**src/rtl/memsig_pkg.sv**
```systemverilog
package memsig_pkg;

  typedef enum logic {
    ST_IDLE = 1'b0,
    ST_RUN  = 1'b1
  } run_state_e;

  // Walks backwards from address 1 by (depth-1) inverse steps (multiply by X^-1).
  function automatic logic [31:0] seed_for(input int unsigned w,
                                           input logic [31:0] poly_low,
                                           input int unsigned depth);
    logic [31:0] a;
    logic [31:0] back_taps;
    logic        lsb;
    back_taps = (32'd1 << (w - 1)) | (poly_low >> 1);
    a = 32'd1;
    for (int unsigned i = 1; i < depth; i++) begin
      lsb = a[0];
      a   = a >> 1;
      if (lsb) a = a ^ back_taps;
    end
    return a;
  endfunction

  // Low coefficients of the reciprocal polynomial X^w * p(1/X).
  function automatic logic [31:0] reciprocal_low(input int unsigned w,
                                                 input logic [31:0] poly_low);
    logic [31:0] r;
    r = 32'd1;
    for (int unsigned i = 1; i < w; i++) begin
      r[i] = poly_low[w - i];
    end
    return r;
  endfunction

endpackage

```
**src/rtl/scan_sequencer.sv**
```systemverilog
module scan_sequencer
  import memsig_pkg::*;
#(
  parameter int unsigned DEPTH = 7
) (
  input  logic clk,
  input  logic rst_n,
  input  logic start,
  output logic load,
  output logic step,
  output logic last,
  output logic done
);

  localparam int unsigned CNT_W = (DEPTH > 1) ? $clog2(DEPTH) : 1;
  localparam logic [CNT_W-1:0] CNT_LAST = CNT_W'(DEPTH - 1);

  run_state_e       state_q, state_d;
  logic [CNT_W-1:0] cnt_q, cnt_d;
  logic             done_q, done_d;

  always_comb begin
    state_d = state_q;
    cnt_d   = cnt_q;
    done_d  = 1'b0;
    load    = 1'b0;
    step    = 1'b0;
    last    = 1'b0;
    case (state_q)
      ST_IDLE: begin
        if (start) begin
          load    = 1'b1;
          state_d = ST_RUN;
          cnt_d   = '0;
        end
      end
      ST_RUN: begin
        step = 1'b1;
        if (cnt_q == CNT_LAST) begin
          last    = 1'b1;
          state_d = ST_IDLE;
          done_d  = 1'b1;
        end else begin
          cnt_d = cnt_q + 1'b1;
        end
      end
      default: state_d = ST_IDLE;
    endcase
  end

  always_ff @(posedge clk or negedge rst_n) begin
    if (!rst_n) begin
      state_q <= ST_IDLE;
      cnt_q   <= '0;
      done_q  <= 1'b0;
    end else begin
      state_q <= state_d;
      cnt_q   <= cnt_d;
      done_q  <= done_d;
    end
  end

  assign done = done_q;

  // completion flag lasts one cycle only
  p_done_single_r7: assert property (@(posedge clk) disable iff (!rst_n)
    done_q |=> !done_q);

  // a running scan keeps counting regardless of start
  p_run_advances_r8: assert property (@(posedge clk) disable iff (!rst_n)
    (state_q == ST_RUN && cnt_q != CNT_LAST) |=>
      (state_q == ST_RUN && cnt_q == $past(cnt_q) + 1'b1));

  // the final sample returns the sequencer to idle with done raised
  p_end_of_scan_r4: assert property (@(posedge clk) disable iff (!rst_n)
    (state_q == ST_RUN && cnt_q == CNT_LAST) |=> (state_q == ST_IDLE && done_q));

endmodule

```
**src/rtl/galois_addr_gen.sv**
```systemverilog
module galois_addr_gen #(
  parameter int unsigned        ADDR_W   = 3,
  parameter logic [ADDR_W-1:0]  POLY_LOW = 3'b011,
  parameter logic [ADDR_W-1:0]  SEED     = 3'd2
) (
  input  logic              clk,
  input  logic              rst_n,
  input  logic              load,
  input  logic              step,
  input  logic              last,
  output logic [ADDR_W-1:0] addr
);

  localparam logic [ADDR_W-1:0] ADDR_ONE = ADDR_W'(1);

  logic [ADDR_W-1:0] addr_q, addr_d;
  logic [ADDR_W-1:0] times_x;
  logic              advance;

  always_comb begin
    times_x = addr_q << 1;
    if (addr_q[ADDR_W-1]) times_x = times_x ^ POLY_LOW;
  end

  assign advance = step && !last;

  always_comb begin
    addr_d = addr_q;
    if (load)         addr_d = SEED;
    else if (advance) addr_d = times_x;
  end

  always_ff @(posedge clk or negedge rst_n) begin
    if (!rst_n) addr_q <= ADDR_ONE;
    else        addr_q <= addr_d;
  end

  assign addr = addr_q;

  // the walk never lands on the zero address
  p_addr_nonzero_r3: assert property (@(posedge clk) disable iff (!rst_n)
    addr_q != '0);

  // the final sampled address is 1
  p_last_is_one_r4: assert property (@(posedge clk) disable iff (!rst_n)
    last |-> addr_q == ADDR_ONE);

  // an accepted start loads the seed
  p_seed_load_r2: assert property (@(posedge clk) disable iff (!rst_n)
    load |=> addr_q == SEED);

  // address holds while idle
  p_addr_hold_r7: assert property (@(posedge clk) disable iff (!rst_n)
    (!load && !step) |=> $stable(addr_q));

endmodule

```
**src/rtl/recip_sig_reg.sv**
```systemverilog
module recip_sig_reg #(
  parameter int unsigned       ADDR_W     = 3,
  parameter logic [ADDR_W-1:0] RECIP_LOW  = 3'b101
) (
  input  logic              clk,
  input  logic              rst_n,
  input  logic              clear,
  input  logic              step,
  input  logic              data_in,
  output logic [ADDR_W-1:0] sig
);

  localparam logic [ADDR_W-1:0] INJECT = ADDR_W'(1) << (ADDR_W - 1);

  logic [ADDR_W-1:0] sig_q, sig_d;
  logic [ADDR_W-1:0] shifted;

  always_comb begin
    shifted = sig_q << 1;
    if (sig_q[ADDR_W-1]) shifted = shifted ^ RECIP_LOW;
    if (data_in)         shifted = shifted ^ INJECT;
  end

  always_comb begin
    sig_d = sig_q;
    if (clear)     sig_d = '0;
    else if (step) sig_d = shifted;
  end

  always_ff @(posedge clk or negedge rst_n) begin
    if (!rst_n) sig_q <= '0;
    else        sig_q <= sig_d;
  end

  assign sig = sig_q;

  // zeros read from the cleared state leave it cleared
  p_zero_stays_r5: assert property (@(posedge clk) disable iff (!rst_n)
    (step && !clear && sig_q == '0 && !data_in) |=> sig_q == '0);

  // first one from the cleared state sets only the top bit
  p_first_one_r5: assert property (@(posedge clk) disable iff (!rst_n)
    (step && !clear && sig_q == '0 && data_in) |=> sig_q == INJECT);

  // start clears the signature
  p_clear_r2: assert property (@(posedge clk) disable iff (!rst_n)
    clear |=> sig_q == '0);

  // signature holds between scans
  p_sig_hold_r7: assert property (@(posedge clk) disable iff (!rst_n)
    (!clear && !step) |=> $stable(sig_q));

endmodule

```
**src/rtl/recip_sig_tester.sv**
```systemverilog
module recip_sig_tester
  import memsig_pkg::*;
#(
  parameter int unsigned       ADDR_W   = 3,
  parameter logic [ADDR_W-1:0] POLY_LOW = 3'b011,
  parameter int unsigned       DEPTH    = (2 ** ADDR_W) - 1
) (
  input  logic              clk,
  input  logic              rst_n,
  input  logic              start,
  input  logic              rd_bit,
  output logic [ADDR_W-1:0] addr,
  output logic [ADDR_W-1:0] sig,
  output logic              done
);

  localparam logic [31:0]       SEED_FULL  = seed_for(ADDR_W, 32'(POLY_LOW), DEPTH);
  localparam logic [ADDR_W-1:0] SEED       = SEED_FULL[ADDR_W-1:0];
  localparam logic [31:0]       RECIP_FULL = reciprocal_low(ADDR_W, 32'(POLY_LOW));
  localparam logic [ADDR_W-1:0] RECIP_LOW  = RECIP_FULL[ADDR_W-1:0];

  logic rst_meta_q, rst_sync_q;
  logic load, step, last;

  // asynchronous assert, synchronous release
  always_ff @(posedge clk or negedge rst_n) begin
    if (!rst_n) begin
      rst_meta_q <= 1'b0;
      rst_sync_q <= 1'b0;
    end else begin
      rst_meta_q <= 1'b1;
      rst_sync_q <= rst_meta_q;
    end
  end

  scan_sequencer #(
    .DEPTH (DEPTH)
  ) u_seq (
    .clk   (clk),
    .rst_n (rst_sync_q),
    .start (start),
    .load  (load),
    .step  (step),
    .last  (last),
    .done  (done)
  );

  galois_addr_gen #(
    .ADDR_W   (ADDR_W),
    .POLY_LOW (POLY_LOW),
    .SEED     (SEED)
  ) u_gen (
    .clk   (clk),
    .rst_n (rst_sync_q),
    .load  (load),
    .step  (step),
    .last  (last),
    .addr  (addr)
  );

  recip_sig_reg #(
    .ADDR_W    (ADDR_W),
    .RECIP_LOW (RECIP_LOW)
  ) u_sig (
    .clk     (clk),
    .rst_n   (rst_sync_q),
    .clear   (load),
    .step    (step),
    .data_in (rd_bit),
    .sig     (sig)
  );

  // idle outputs right after reset release
  p_reset_state_r1: assert property (@(posedge clk) disable iff (!rst_sync_q)
    $rose(rst_sync_q) |-> (!done && sig == '0));

endmodule

```
**config.mk**
```make
export PLATFORM = sky130hd
export DESIGN_NAME = recip_sig_tester
export DESIGN_NICKNAME = d
export VERILOG_FILES = /design/src/rtl/memsig_pkg.sv /design/src/rtl/scan_sequencer.sv /design/src/rtl/galois_addr_gen.sv /design/src/rtl/recip_sig_reg.sv /design/src/rtl/recip_sig_tester.sv
export SDC_FILE = /design/constraint.sdc
export NUM_CORES = 1
export LEC_CHECK = 0
export ABC_CLOCK_PERIOD_IN_PS = 800
export BUFFER_PORTS_ARGS = -buffer_cell sky130_fd_sc_hd__buf_2
export CORE_AREA = 2 2 39 41
export DETAILED_ROUTE_END_ITERATION = 8
export DIE_AREA = 0 0 41 43
export PLACE_DENSITY = 0.7
export SLEW_MARGIN = 5
export SYNTH_ARGS = -nofsm -noshare
export SYNTH_HDL_FRONTEND = slang
export SYNTH_SLANG_ARGS = --single-unit
```
**constraint.sdc**
```tcl
create_clock -name clk -period 0.8 [get_ports clk]
set_input_delay 0.16 -clock clk [delete_from_list [all_inputs] [get_ports clk]]
set_output_delay 0.16 -clock clk [all_outputs]
set_load 0.01 [all_outputs]
```
======== Word-level counts from Yosys, hierarchy flattened ========
Index checks and enable logic that the tools add are counted.
cells by class
  $add $sub $neg .......................... 1
  $mul .................................... 0
  divide/modulo/power cells ............... 0
  magnitude comparators ................... 0
  equal/unequal tests ..................... 3
  shift-type cells ........................ 0
  multiplexer cells ....................... 17
  bitwise logic cells ..................... 4
  reduce and logical (&&, ||, !) cells .... 5
operator list
  cell                                          number
  2-to-1 mux 3 bit                              8
  2-to-1 mux 1 bit                              6
  one-hot mux 3 bit (2 select lines)            1
  inequality test 2 bit, second input constant  2
  inverter 2 bit                                2
  nonzero test 2 bit                            2
  adder 3 x 1 -> 3 bit, second input constant   1
  equality test 3 bit, second input constant    1
  2-to-1 mux 2 bit                              1
  inverter 1 bit                                2
  one-hot mux 1 bit (2 select lines)            1
  AND reduction 2 bit                           1
  logical AND 1 bit                             1
  logical NOT 1 bit                             1
word-level totals
  flip-flop bits (word level) ............. 13
  latch bits .............................. 0
  memory bits (writable) .................. 0
  bits in read-only memories .............. 0
  memories kept ........................... 0

======== Longest topological paths before layout ========
  word-level depth ........................ 7
  depth in mapped cells ................... 5
  gate-level depth less buffers ........... 5

======== Hierarchy ========
Synthesis repeated with hierarchy kept, for this count alone.
second synthesis, totals
  cell total of the unflattened synthesis .. 52
  area total of the unflattened synthesis .. 615.6 um^2
modules (own cells, without submodules)
  module            times used  cells an instance  area an instance (um^2)  sequential area each (um^2)
  scan_sequencer    1           25                 285.3                    125.1
  galois_addr_gen   1           12                 141.4                    76.3
  recip_sig_reg     1           12                 135.1                    75.1
  recip_sig_tester  1           3                  53.8                     50.0

======== Least setup slack after synthesis ========
Ideal clock, no wire load.
  kind .................................... register to register
  start point ............................. reg u_seq.cnt_q[0]
  end point ............................... reg u_seq.cnt_q[1]
  data arrival time ....................... 1.100 ns
  data required time ...................... 0.679 ns
  slack ................................... -0.421 ns
  cell stages (with the launch flop) ...... 6
  path buffers ............................ 0
  clock period less this slack ............ 1.221 ns
  path through ............................ dfrtp_1 -> inv_1 -> ha_1 -> nand2_2 -> mux2i_1 -> a22o_2
between the ends
  cells in the longest elaborated chain, start to end .. 3
  elaborated cells between the ends (all ways) .. 6
RTL lines
  what                                                                              line                                        RTL
  start: declaration                                                                scan_sequencer.sv:19                        logic [CNT_W-1:0] cnt_q, cnt_d;
  start signal: assignment                                                          scan_sequencer.sv:58                        cnt_q <= cnt_d;
  adder 3 x 1 -> 3 bit / equality test 3 bit (equally long branches)                scan_sequencer.sv:44, scan_sequencer.sv:39
  2-to-1 mux 3 bit / inequality test 2 bit (equally long branches)                  n/a
  one-hot mux 3 bit (2 select lines) / AND reduction 2 bit (equally long branches)  n/a
Parallel ways exist; a longest one is shown, timed or not. The select of a mux whose other input is x is not followed.
A chain may end at the register's enable or synchronous reset.

======== Worst setup path in the final report ========
  start point ............................. reg u_gen.addr_q[0], in the netlist u_gen.addr[0]
  end point ............................... out addr[0]
RTL lines
  what                      line                    RTL
  start: declaration        galois_addr_gen.sv:16   logic [ADDR_W-1:0] addr_q, addr_d;
  start signal: assignment  galois_addr_gen.sv:35   else addr_q <= addr_d;
  end: declaration          recip_sig_tester.sv:12  output logic [ADDR_W-1:0] addr,
No word-level cell between the ends.

==> results.txt <==
----------------------------------------------------
[Status]
  Run status ... complete, but fails checks
  Violations in the final reports ... setup timing

[Worst hold path]
  Class of the tightest hold or removal check ... flop to asynchronous set/reset pin

[Power]
  Peak supply drop ... 2700 µV
  Total design power ... 4.48 mW
  Int Pwr ... 2.88 mW
  Switching component of the power ... 1.61 mW
  Part of the power in registers ... 0.269
  Fraction of power spent switching nets ... 0.359
  Pwr Density ... 4510 mW/mm²
  Portion of total power attributed to combinational logic ... 0.641
  Clk network pwr share ... 0.089
  Pleak ... 0.497 nW

[Global route]
  Vias in the first global route ... 539
  Number of antenna violations at the first check in global routing ... 0
  Aggregate global routing overflow ... 0
  Pin count of the biggest net entering global routing ... 12
  Total global routing track utilization ... 0.209
  Wire length of the first global-routing pass ... 2.42 mm

[Job]
  Max-Cap Viols ... 0

[CTS]
  Root buffer cell ... clkbuf_4
  Largest buffer count on any clock path ... 2
  TritonCTS Sinks ... 13
  Clock-pin transition on the worst setup and hold timing paths ... 0.08 ns
  Skew-Pair Late Insertion Delay ... 0.27 ns
  Number of buffers added by the clock tree synthesis step ... 3
  CTS HTree Levels ... 1
  TritonCTS clock tree ... built

[Synth]
  Synth area leader ... dfrtp_1
  Top cell type's share of synthesized area ... 0.527
  Avg Synthesized Cell Area ... 11.4 µm²
  Synth warn ... 0
  Synthesized instance count ... 50
  Part of the Yosys area used for sequential elements ... 0.574
  Cells taking the most area after synthesis ... dfrtp_1 53%, dfstp_2 4.6%, a22o_1 4.6%, xnor2_1 4.6%, ha_1 4.4%
  Cell Area, Synth ... 569 µm²
  Synthesized netlist net count ... 56
  Register bit count reported by yosys ... 13
  Cell variety after synth ... 22

[Cells and area]
  Highest-count cells in the layout ignoring fill and taps ... 15 x buf_4, 13 x buf_6, 11 x dfrtp_1, 6 x buf_2, 4 x nand3_2
  Share of final-layout standard cells stronger than drive strength 1 ... 0.591
  Final #Nets ... 95
  Ant diodes ... 0
  Synthesis-to-layout area growth ... 74.5%
  Commonest non-fill, non-tap cell in the layout ... buf_4
  Area of the multi-input gates ... 309 µm²
  Fillers ... 100
  FF/Latch Area ... 328 µm²

[Timing]
  Worst-case setup margin in the final layout ... -0.374 ns
  Total Negative Setup Slacks ... -3.89 ns
  Achievable frequency ... 852 MHz
  Minimum period implied by the final worst setup slack ... 1.17 ns
  Final Setup Violations ... 18
  Final clock skew ... 0.00631 ns
  Share of the clock period used by the worst path after layout ... 1.47
  Unrepaired setup endpoints after global routing ... true
  Number of pins with negative max-slew slack in the final report ... 0
  Final count of hold timing violations ... 0

[Critical path]
  Crit. End Element ... primary output
  Critical path arrival ... 1.01 ns
  Cells along the critical path ... buf_6, buf_6
  Cell with the biggest individual delay on the critical path ... dfstp_2
  Req. time, crit path ... 0.64 ns
  Kind of start point of the critical path ... flop
  Most common cell on crit path ... buf_6
  Path type of the worst setup path ... flop to primary output
  Maximum fanout count along the critical path ... 2
  Buffering stage count on the worst path with inverters included ... 2
  Top Family by Delay on Critical Path ... flip-flops
  Slowest cell delay on critical path ... 0.55 ns

[Floorplanning]
  Die Y ... 43 µm
  Initial core utilization ... 0.411
  Die area ... 0.00176 mm²
  Number of rows in the core area ... 14
  Placeable core region ... 0.00138 mm²
  Ports placed on the boundary ... 11
  Chip width ... 41 µm

[Placed design]
  Placement-stage worst setup slack ... -0.322 ns
  Final RePlAce weighted congestion ... 0.751
  HPWL Detailed ... 806 µm
  Number of port buffers ... 10

[Drt]
  Via density per instance ... 4.92
  Via count ... 512
  Post-detailed-route DRC marker count ... 0
  Sum of routed wire length over all layers ... 1.49 mm
  Post-DR wirelength/cell ... 14.3 µm
  Router iterations before antenna repair ... 4
  Routed Antenna Nets ... 0
  Starting DRC count in detailed routing ... 22

----------------------------------------------------
[registers in the layout, summed over array words and instances (netlist names)]
signal	cells
u_seq.done	1
u_gen.addr	3
rst_meta_q	1
rst_sync_q	1
u_seq.cnt_q	3
u_seq.state_q	1
u_sig.sig	3
[worst paths after layout]
kind                                     start             end  slack (ns)  cells past startpoint
worst max-delay path             u_gen.addr[0]         addr[0]       -0.37                      2
worst min-delay path                rst_sync_q    u_sig.sig[1]        0.15                      1
worst max register to register  u_seq.cnt_q[0]  u_seq.cnt_q[1]       -0.32                      5
worst min register to register      rst_sync_q    u_sig.sig[1]        0.15                      1
max in group asynchronous           rst_sync_q   u_gen.addr[0]        0.43                      1
min in group clk                         start   u_seq.state_q        0.19                      3
[layout make-up]
cell class / instances / area share
flip-flops and latches: 13 / 0.330
well taps: 16 / 0.0202
repair buffers: 35 / 0.301
multi-input cells: 33 / 0.311
clock buffers: 4 / 0.0264
inverters: 3 / 0.0113
[through the flow]
step           area (µm²)  cells  hold WS, ns  utilization
6_report              993    104        0.150        0.718
5_1_grt               993    104        0.180        0.718
4_1_cts               955    103        0.163        0.690
3_5_place_dp          742     87      -0.0541        0.536
3_3_place_gp          742     87      -0.0546        0.536
2_1_floorplan         587     50       -0.136            -
[power groups by stage]
stage	clock (mW)	sequential (mW)	combinational [mW]
after floorplan	0	1.34	0.917
after global placement	0	1.18	1.75
after detailed placement	0	1.20	1.81
after CTS	0.408	1.19	2.62
after global routing	0.450	1.25	3.08
final	0.401	1.21	2.88
[timing repair]
item | 4_1_cts | 5_1_grt
cloned | 1 | 0
endpoints found under the hold margin | 2 | 0
endpoints found under the setup margin | 18 | 18
pin swaps | 5 | 4
hold buffers | 1 | 0
setup buffers | 11 | 1
resized for setup | 22 | 5
[cell usage after synthesis, drive strengths merged]
cell,n
dfrtp,12
a22o,4
nand3,4
inv,3
nand2,3
nor2,3
xnor2,3
a21oi,2
ha,2
mux2i,2
nand4,2
nor3,2
a21o,1
and3,1
buf,1
conb,1
dfstp,1
nand4b,1
o21ai,1
xor2,1
[metal layers]
metal  global-route usage  vias up  part of all wire
li1                     -      250                 -
met1                0.250      242              0.38
met2                0.353       18              0.57
met3               0.0314        2             0.039
met4               0.0800        0            0.0040
met5                    0        -                 0
[kinds of logic (layout without fill, tap and decap cells)]
logic type | after synthesis | after routing | share of synthesized area
simple gates | 16 | 16 | 0.147
flops | 13 | 13 | 0.574
compound gates | 8 | 8 | 0.103
xor+xnor | 4 | 4 | 0.0615
buf+inv | 4 | 42 | 0.0286
fa+ha+maj | 2 | 2 | 0.0439
mux | 2 | 2 | 0.0352
other cells | 1 | 1 | 0.00659
(Power assumes the default switching activity.)
